`src/rtl/egen_pkg.sv`:
```
package egen_pkg;

    typedef enum logic [1:0] {
        ST_IDLE   = 2'd0,
        ST_WARMUP = 2'd1,
        ST_REFILL = 2'd2,
        ST_HOLD   = 2'd3
    } eng_state_t;

    // register word index (byte offset / 4)
    localparam logic [2:0] IDX_OUT_LO = 3'd0;
    localparam logic [2:0] IDX_OUT_HI = 3'd1;
    localparam logic [2:0] IDX_STATUS = 3'd2;
    localparam logic [2:0] IDX_MASK   = 3'd3;
    localparam logic [2:0] IDX_ACK    = 3'd4;
    localparam logic [2:0] IDX_CTRL   = 3'd5;
    localparam logic [2:0] IDX_CFG    = 3'd6;

    localparam int CTL_EN_BIT    = 10;
    localparam int CNT_FIELD_W   = 8;
    localparam int WARMUP_SHIFT  = 8;
    localparam int MAXREF_SHIFT  = 8;
    localparam int MINREF_SHIFT  = 6;

endpackage

```
`src/rtl/egen_regs.sv`:
```
module egen_regs
    import egen_pkg::*;
#(
    parameter int ADDR_W = 5,
    parameter int DATA_W = 32
) (
    input  logic              clk,
    input  logic              rst_n,
    input  logic              bus_sel,
    input  logic              bus_wr,
    input  logic [ADDR_W-1:0] bus_addr,
    input  logic [DATA_W-1:0] bus_wdata,
    output logic [DATA_W-1:0] bus_rdata,
    input  logic              ready,
    input  logic [63:0]       word,
    output logic              ctl_en,
    output logic [7:0]        warm_n,
    output logic [7:0]        min_n,
    output logic [7:0]        div_n,
    output logic [7:0]        max_n,
    output logic              mask0,
    output logic              ack_pulse
);

    localparam int IDX_W = ADDR_W - 2;

    logic [IDX_W-1:0] idx;
    logic             wr_en;
    logic             unused_bits;

    assign idx         = bus_addr[ADDR_W-1:2];
    assign wr_en       = bus_sel && bus_wr;
    assign unused_bits = ^{bus_addr[1:0], bus_wdata[DATA_W-1:24]};

    always_ff @(posedge clk or negedge rst_n) begin
        if (!rst_n) begin
            ctl_en    <= 1'b0;
            warm_n    <= '0;
            min_n     <= '0;
            div_n     <= '0;
            max_n     <= '0;
            mask0     <= 1'b0;
            ack_pulse <= 1'b0;
        end else begin
            ack_pulse <= wr_en && (idx == IDX_W'(IDX_ACK)) && bus_wdata[0];
            if (wr_en) begin
                unique case (idx)
                    IDX_W'(IDX_CTRL): begin
                        ctl_en <= bus_wdata[CTL_EN_BIT];
                        warm_n <= bus_wdata[23:16];
                    end
                    IDX_W'(IDX_CFG): begin
                        min_n <= bus_wdata[7:0];
                        div_n <= bus_wdata[15:8];
                        max_n <= bus_wdata[23:16];
                    end
                    IDX_W'(IDX_MASK): mask0 <= bus_wdata[0];
                    default: ;
                endcase
            end
        end
    end

    always_comb begin
        bus_rdata = '0;
        if (bus_sel) begin
            unique case (idx)
                IDX_W'(IDX_OUT_LO): bus_rdata = word[31:0];
                IDX_W'(IDX_OUT_HI): bus_rdata = word[63:32];
                IDX_W'(IDX_STATUS): bus_rdata = {31'b0, ready};
                IDX_W'(IDX_MASK):   bus_rdata = {31'b0, mask0};
                IDX_W'(IDX_CTRL):   bus_rdata = {8'b0, warm_n, 5'b0, ctl_en, 10'b0};
                IDX_W'(IDX_CFG):    bus_rdata = {8'b0, max_n, div_n, min_n};
                default:            bus_rdata = '0;
            endcase
        end
    end

endmodule

```
`src/rtl/egen_sampler.sv`:
```
module egen_sampler #(
    parameter int DIV_W  = 8,
    parameter int SYNC_N = 2
) (
    input  logic             clk,
    input  logic             rst_n,
    input  logic             noise_in,
    input  logic             running,
    input  logic [DIV_W-1:0] div_n,
    output logic             tick,
    output logic             sample_bit
);

    logic [SYNC_N-1:0] sync_q;
    logic [DIV_W-1:0]  div_q;

    genvar g;
    generate
        for (g = 0; g < SYNC_N; g++) begin : g_sync
            if (g == 0) begin : g_first
                always_ff @(posedge clk or negedge rst_n) begin
                    if (!rst_n) sync_q[0] <= 1'b0;
                    else        sync_q[0] <= noise_in;
                end
            end else begin : g_next
                always_ff @(posedge clk or negedge rst_n) begin
                    if (!rst_n) sync_q[g] <= 1'b0;
                    else        sync_q[g] <= sync_q[g-1];
                end
            end
        end
    endgenerate

    assign sample_bit = sync_q[SYNC_N-1];
    assign tick       = running && (div_q >= div_n);

    always_ff @(posedge clk or negedge rst_n) begin
        if (!rst_n)       div_q <= '0;
        else if (!running || tick) div_q <= '0;
        else              div_q <= div_q + 1'b1;
    end

endmodule

```
`src/rtl/egen_engine.sv`:
```
module egen_engine
    import egen_pkg::*;
#(
    parameter int FULL_LOG2 = 24,
    parameter int CNT_W     = 25,
    parameter int WORD_W    = 64
) (
    input  logic              clk,
    input  logic              rst_n,
    input  logic              en,
    input  logic              ack,
    input  logic              tick,
    input  logic              sample_bit,
    input  logic [7:0]        warm_n,
    input  logic [7:0]        min_n,
    input  logic [7:0]        max_n,
    output logic              sampling,
    output logic              ready,
    output logic [WORD_W-1:0] word
);

    eng_state_t        state_q, state_d;
    logic [CNT_W-1:0]  cnt_q;
    logic [WORD_W-1:0] shreg_q;
    logic [CNT_W-1:0]  warm_len, min_len, max_len, refill_len;
    logic              last_tick;

    function automatic logic [CNT_W-1:0] decode_len(input logic [7:0] n, input int sh);
        logic [CNT_W-1:0] r;
        if (n == 8'd0) r = CNT_W'(1) << FULL_LOG2;
        else           r = CNT_W'(n) << sh;
        return r;
    endfunction

    assign warm_len   = decode_len(warm_n, WARMUP_SHIFT);
    assign min_len    = decode_len(min_n, MINREF_SHIFT);
    assign max_len    = decode_len(max_n, MAXREF_SHIFT);
    assign refill_len = (min_len > max_len) ? min_len : max_len;

    assign sampling  = (state_q == ST_WARMUP) || (state_q == ST_REFILL);
    assign last_tick = sampling && tick && (cnt_q == CNT_W'(1));

    // next-state logic
    always_comb begin
        state_d = state_q;
        unique case (state_q)
            ST_IDLE:   if (en) state_d = ST_WARMUP;
            ST_WARMUP: if (last_tick) state_d = ST_HOLD;
            ST_REFILL: if (last_tick) state_d = ST_HOLD;
            ST_HOLD:   if (ack) state_d = ST_REFILL;
            default:   state_d = ST_IDLE;
        endcase
        if (!en) state_d = ST_IDLE;
    end

    // state register
    always_ff @(posedge clk or negedge rst_n) begin
        if (!rst_n) state_q <= ST_IDLE;
        else        state_q <= state_d;
    end

    // counter, collection register and published word
    always_ff @(posedge clk or negedge rst_n) begin
        if (!rst_n) begin
            cnt_q   <= '0;
            shreg_q <= '0;
            word    <= '0;
        end else begin
            if (state_q == ST_IDLE && state_d == ST_WARMUP)
                cnt_q <= warm_len;
            else if (state_q == ST_HOLD && state_d == ST_REFILL)
                cnt_q <= refill_len;
            else if (sampling && tick)
                cnt_q <= cnt_q - 1'b1;

            if (sampling && tick)
                shreg_q <= {shreg_q[WORD_W-2:0], sample_bit};

            if (last_tick && en)
                word <= {shreg_q[WORD_W-2:0], sample_bit};
        end
    end

    // outputs
    always_comb begin
        ready = (state_q == ST_HOLD);
    end

endmodule

```
`src/rtl/entropy_collector.sv`:
```
module entropy_collector #(
    parameter int FULL_LOG2 = 24,
    parameter int ADDR_W    = 5,
    parameter int DATA_W    = 32,
    parameter int SYNC_N    = 2
) (
    input  logic              clk,
    input  logic              rst_n,
    input  logic              bus_sel,
    input  logic              bus_wr,
    input  logic [ADDR_W-1:0] bus_addr,
    input  logic [DATA_W-1:0] bus_wdata,
    output logic [DATA_W-1:0] bus_rdata,
    input  logic              noise_in,
    output logic              irq
);

    localparam int CNT_W  = ((FULL_LOG2 > 16) ? FULL_LOG2 : 16) + 1;
    localparam int WORD_W = 2 * DATA_W;

    logic              ctl_en, mask0, ack_pulse;
    logic [7:0]        warm_n, min_n, div_n, max_n;
    logic              eng_ready, sampling, tick, sample_bit;
    logic [WORD_W-1:0] eng_word;

    egen_regs #(.ADDR_W(ADDR_W), .DATA_W(DATA_W)) u_regs (
        .clk(clk), .rst_n(rst_n),
        .bus_sel(bus_sel), .bus_wr(bus_wr), .bus_addr(bus_addr),
        .bus_wdata(bus_wdata), .bus_rdata(bus_rdata),
        .ready(eng_ready), .word(eng_word),
        .ctl_en(ctl_en), .warm_n(warm_n), .min_n(min_n), .div_n(div_n),
        .max_n(max_n), .mask0(mask0), .ack_pulse(ack_pulse)
    );

    egen_sampler #(.DIV_W(8), .SYNC_N(SYNC_N)) u_samp (
        .clk(clk), .rst_n(rst_n), .noise_in(noise_in), .running(sampling),
        .div_n(div_n), .tick(tick), .sample_bit(sample_bit)
    );

    egen_engine #(.FULL_LOG2(FULL_LOG2), .CNT_W(CNT_W), .WORD_W(WORD_W)) u_eng (
        .clk(clk), .rst_n(rst_n), .en(ctl_en), .ack(ack_pulse), .tick(tick),
        .sample_bit(sample_bit), .warm_n(warm_n), .min_n(min_n), .max_n(max_n),
        .sampling(sampling), .ready(eng_ready), .word(eng_word)
    );

    assign irq = eng_ready & mask0;

endmodule

```
`config.mk`:
```
export PLATFORM = sky130hd
export DESIGN_NAME = entropy_collector
export DESIGN_NICKNAME = d
export VERILOG_FILES = /design/src/rtl/egen_pkg.sv /design/src/rtl/egen_regs.sv /design/src/rtl/egen_sampler.sv /design/src/rtl/egen_engine.sv /design/src/rtl/entropy_collector.sv
export SDC_FILE = /design/constraint.sdc
export NUM_CORES = 1
export LEC_CHECK = 0
export BUFFER_PORTS_ARGS = -buffer_cell sky130_fd_sc_hd__buf_2
export CORE_AREA = 8 8 174 143
export CTS_BUF_LIST = sky130_fd_sc_hd__clkbuf_8
export DETAILED_ROUTE_END_ITERATION = 8
export DIE_AREA = 0 0 182 151
export SLEW_MARGIN = 20
export SYNTH_ARGS = -nofsm -noshare
export SYNTH_HDL_FRONTEND = slang
export SYNTH_SLANG_ARGS = --single-unit
```
`constraint.sdc`:
```
create_clock -name clk -period 2.8 [get_ports clk]
set_input_delay 0.14 -clock clk [delete_from_list [all_inputs] [get_ports clk]]
set_output_delay 0.14 -clock clk [all_outputs]
set_load 0.01 [all_outputs]
```
==> out/metrics.yaml <==
internal-power_mw: 4.59
totalNegativeSetupSlack_ps: 0
cts_root_buf: "sky130_fd_sc_hd__clkbuf_8"
required_ps: 3170
multi_input_area_um2: 4460
timing.final.crit_period_ps: 2710
h-tree-depth: 4
route.detailed.wl_per_inst_um: 17.5
grt_max_degree: 70
rows: 49
synth_top_flop_cell: "sky130_fd_sc_hd__dfrtp_1"
syn-num-nets: 980
antenna-diode-count: 0
syn-instance-count: 916
yosysUniqueCellTypes: 57
p_seq_share_pct: 50.2
timing_worst_slew_pin_value_ps: 725
report.final.hold_viol_count: 0
switching_part_of_the_total_pct: 30.2
min_period_over_period_pct: 96.7
clock_pin_slew_reported_for_the_worst_setup_and_hold_paths_after_clock_tree_synthesis_ps: 100
placeableCoreArea_um2: 22100
global_route.overflow_total: 0
synth_seq_area_share_pct: 51.2
netlist_top_cells_area: "sky130_fd_sc_hd__dfrtp_1 (51%), sky130_fd_sc_hd__mux2_4 (9.3%), sky130_fd_sc_hd__nand2_1 (8.6%)"
drt_wl_total_um: 22800
layout.cells.most_common_list: "sky130_fd_sc_hd__nand2_1 (222), sky130_fd_sc_hd__dfrtp_1 (199), sky130_fd_sc_hd__nor2_1 (68)"
layout.area.seq_um2: 4980
die_height_um: 151
grt_setup_unrepaired: "false"
crit_path_start_kind: "register"
nFillCells: 2006
tritoncts_num_sinks: 199
setup_viol_count_final: 0
cts.path.max_buffers: 2
num_io_pins: 75
yosys_warnings: 0
worstPathArrival_ps: 3080
syn-mean-instance-area_um2: 10.6
share_of_post_route_cells_with_drive_strength_above_1_pct: 24.6
timing.critical_path.to_type: "register"
synth-seq-cells: 199
criticalPathCategory: "reg -> reg"
status: "complete, no violations"
port_bufs: 64
number_of_buffers_created_by_cts: 17
globalRouteTotalUtil_pct: 17.2
horizontal_die_dimension_um: 182
finalNetCount: 1078
finish.utilization_pct: 51.0
layout-area-overhead-vs-synth_pct: 15.8
async_reset_ff_share_pct: 100
routed-via-count: 6820
clockPowerShare_pct: 29.6
drt_iter0_markers: 452
wire_length_of_the_first_global_routing_pass_um: 37300
grt_antenna_before_repair: 0
dp_hpwl_um: 16000
type_of_the_tightest_min_delay_check: "in -> reg"
drt-pass1-iter-count: 5
drv_cap: 0
vdd.ir_drop.worst_mv: 0.316
static-leakage-power_nw: 5.84
synth-edff-count: 0
max_slew_margin_pct: 51.7
drtAntennaViolNets: 0
report.final.slew_viol_count: 0
remaining_drc_errors: 0
post-synth-top-area-fraction_pct: 51.2
largest_fanout_of_any_net_on_the_critical_path: 8
via_count_of_the_first_global_routing_pass: 6781
stdcell_count: 1307
net_switching_mw: 1.99
viasPerCell: 5.22
skew_ps: 19.8
netlist.top_cell.by_area: "sky130_fd_sc_hd__dfrtp_1"
finalWeightedCongestion: 0.862
layout.cells.most_common: "sky130_fd_sc_hd__nand2_1"
placed_cells_incl_taps: 1244
power_density_nw_per_um2: 585
syn_std_cell_area_um2: 9720
die-area_um2: 27500
tritoncts_clock_tree: "built"
clock_insertion_delay_worst_skew_ps: 480
fmax_ghz: 0.369
start_util_pct: 44.0
power.combinational.fraction_pct: 20.2
per-stage QoR:
stage / hold WS, ps / area, um2 / total power [mW] / setup WS (ps)
2_1_floorplan: -156 / 9720 / 4.14 / 113
3_3_place_gp: 167 / 10500 / 4.62 / 52.2
3_5_place_dp: 157 / 10500 / 4.64 / 33.4
4_1_cts: 16.8 / 11200 / 6.62 / 5.77
5_1_grt: 25.9 / 11300 / 6.93 / 5.86
6_report: 54.9 / 11300 / 6.58 / 92.6
flip-flops by register name (all words and copies together) (netlist names):
name and flops:
u_regs.ctl_en 1, u_regs.warm_n 8, u_regs.div_n 8, u_regs.ack_pulse 1, u_eng.cnt_q 25, u_samp.div_q 8, u_samp.sample_bit 1, u_regs.min_n 8
u_eng.state_q 2, u_regs.max_n 8, u_samp.sync_q 1, u_eng.shreg_q 63, u_regs.mask0 1, u_eng.word 64
critical path, stage by stage (launching register included):
cell	delay [ps]
sky130_fd_sc_hd__dfrtp_1	410
sky130_fd_sc_hd__or4_4	560
sky130_fd_sc_hd__or3_4	370
sky130_fd_sc_hd__or4_4	570
sky130_fd_sc_hd__o31a_4	350
sky130_fd_sc_hd__nand3_1	100
sky130_fd_sc_hd__o21ai_1	60
sky130_fd_sc_hd__a31o_1	180
cell families after synthesis:
kind of cell | after synthesis | synth area share (%)
xor gates and xnor gates | 27 | 2.43
adders and majority gates | 22 | 2.83
AOI/OAI and AO/OA | 102 | 7.26
muxes | 123 | 16.4
and+or+nand+nor | 372 | 16.5
buffers and inverters | 71 | 3.28
DFF | 199 | 51.2
cell type report:
cell class	count	area share [%]
flip-flops and latches	199	44.3
repair buffers	129	8.58
clock inverters	13	1.37
inverters	21	0.701
well taps	280	3.11
multi-input cells	646	39.7
clock buffers	19	2.32
synth_stat cells (3+ instances only):
| library cell | count |
|---|---|
| sky130_fd_sc_hd__o21ai_1 | 6 |
| sky130_fd_sc_hd__or4_1 | 3 |
| sky130_fd_sc_hd__or3_1 | 4 |
| sky130_fd_sc_hd__nor3_1 | 9 |
| sky130_fd_sc_hd__nor4_1 | 12 |
| sky130_fd_sc_hd__a22o_1 | 9 |
| sky130_fd_sc_hd__inv_1 | 21 |
| sky130_fd_sc_hd__xor2_1 | 19 |
| sky130_fd_sc_hd__o21a_1 | 3 |
| sky130_fd_sc_hd__nand4_1 | 3 |
| sky130_fd_sc_hd__buf_6 | 6 |
| sky130_fd_sc_hd__and3_1 | 5 |
| sky130_fd_sc_hd__nand2b_1 | 4 |
| sky130_fd_sc_hd__a21oi_1 | 12 |
| sky130_fd_sc_hd__ha_1 | 22 |
| sky130_fd_sc_hd__dfrtp_1 | 199 |
| sky130_fd_sc_hd__nor2_1 | 68 |
| sky130_fd_sc_hd__nor2b_1 | 9 |
| sky130_fd_sc_hd__mux2i_1 | 13 |
| sky130_fd_sc_hd__nand3_1 | 17 |
| sky130_fd_sc_hd__o21ai_0 | 17 |
| sky130_fd_sc_hd__mux2_2 | 46 |
| sky130_fd_sc_hd__a22oi_1 | 23 |
| sky130_fd_sc_hd__mux2_1 | 4 |
| sky130_fd_sc_hd__buf_2 | 3 |
| sky130_fd_sc_hd__and2_1 | 3 |
| sky130_fd_sc_hd__o22ai_1 | 8 |
| sky130_fd_sc_hd__mux2_4 | 60 |
| sky130_fd_sc_hd__nand2_1 | 223 |
| sky130_fd_sc_hd__xnor2_1 | 8 |
| sky130_fd_sc_hd__a21o_1 | 4 |
| sky130_fd_sc_hd__clkbuf_1 | 38 |
power groups by stage:
stage	Sequential (mW)	Combinational (mW)	Clock (mW)
detailed placement	3.36	1.28	0
global route	3.34	1.47	2.12
finish	3.30	1.33	1.95
floorplan	3.30	0.841	0
global placement	3.36	1.27	0
CTS	3.30	1.32	2.00
final timing paths:
path                                  startpoint                end  slack [ps]  cells after the start
min in group asynchronous                  rst_n  u_eng.shreg_q[11]         190                      2
max in group asynchronous                  rst_n     u_eng.cnt_q[1]        1830                      3
worst max-delay path             u_eng.cnt_q[20]    u_eng.cnt_q[24]          90                      7
worst min-delay path                     bus_sel   u_regs.ack_pulse          50                      3
worst min register to register  u_samp.sync_q[0]  u_samp.sample_bit         360                      0
worst max register to register   u_eng.cnt_q[20]    u_eng.cnt_q[24]          90                      7
repair_timing:
item,4_1_cts,5_1_grt
endpoints found under the setup margin,2,48
buffers inserted,0,3
gates resized for setup,1,6
hold buffers,28,0
gates cloned,0,0
hold endpoints to repair,97,0
pin swaps,0,1
routing by layer:
layer	global-route usage, %	vias up	wire length (um)
met1	25.2	3347	11800
li1	-	3321	-
met3	5.18	16	1360
met5	0	-	0
met4	4.54	0	223
met2	24.3	136	9430
Note: power is estimated with default switching activity, not from simulation.
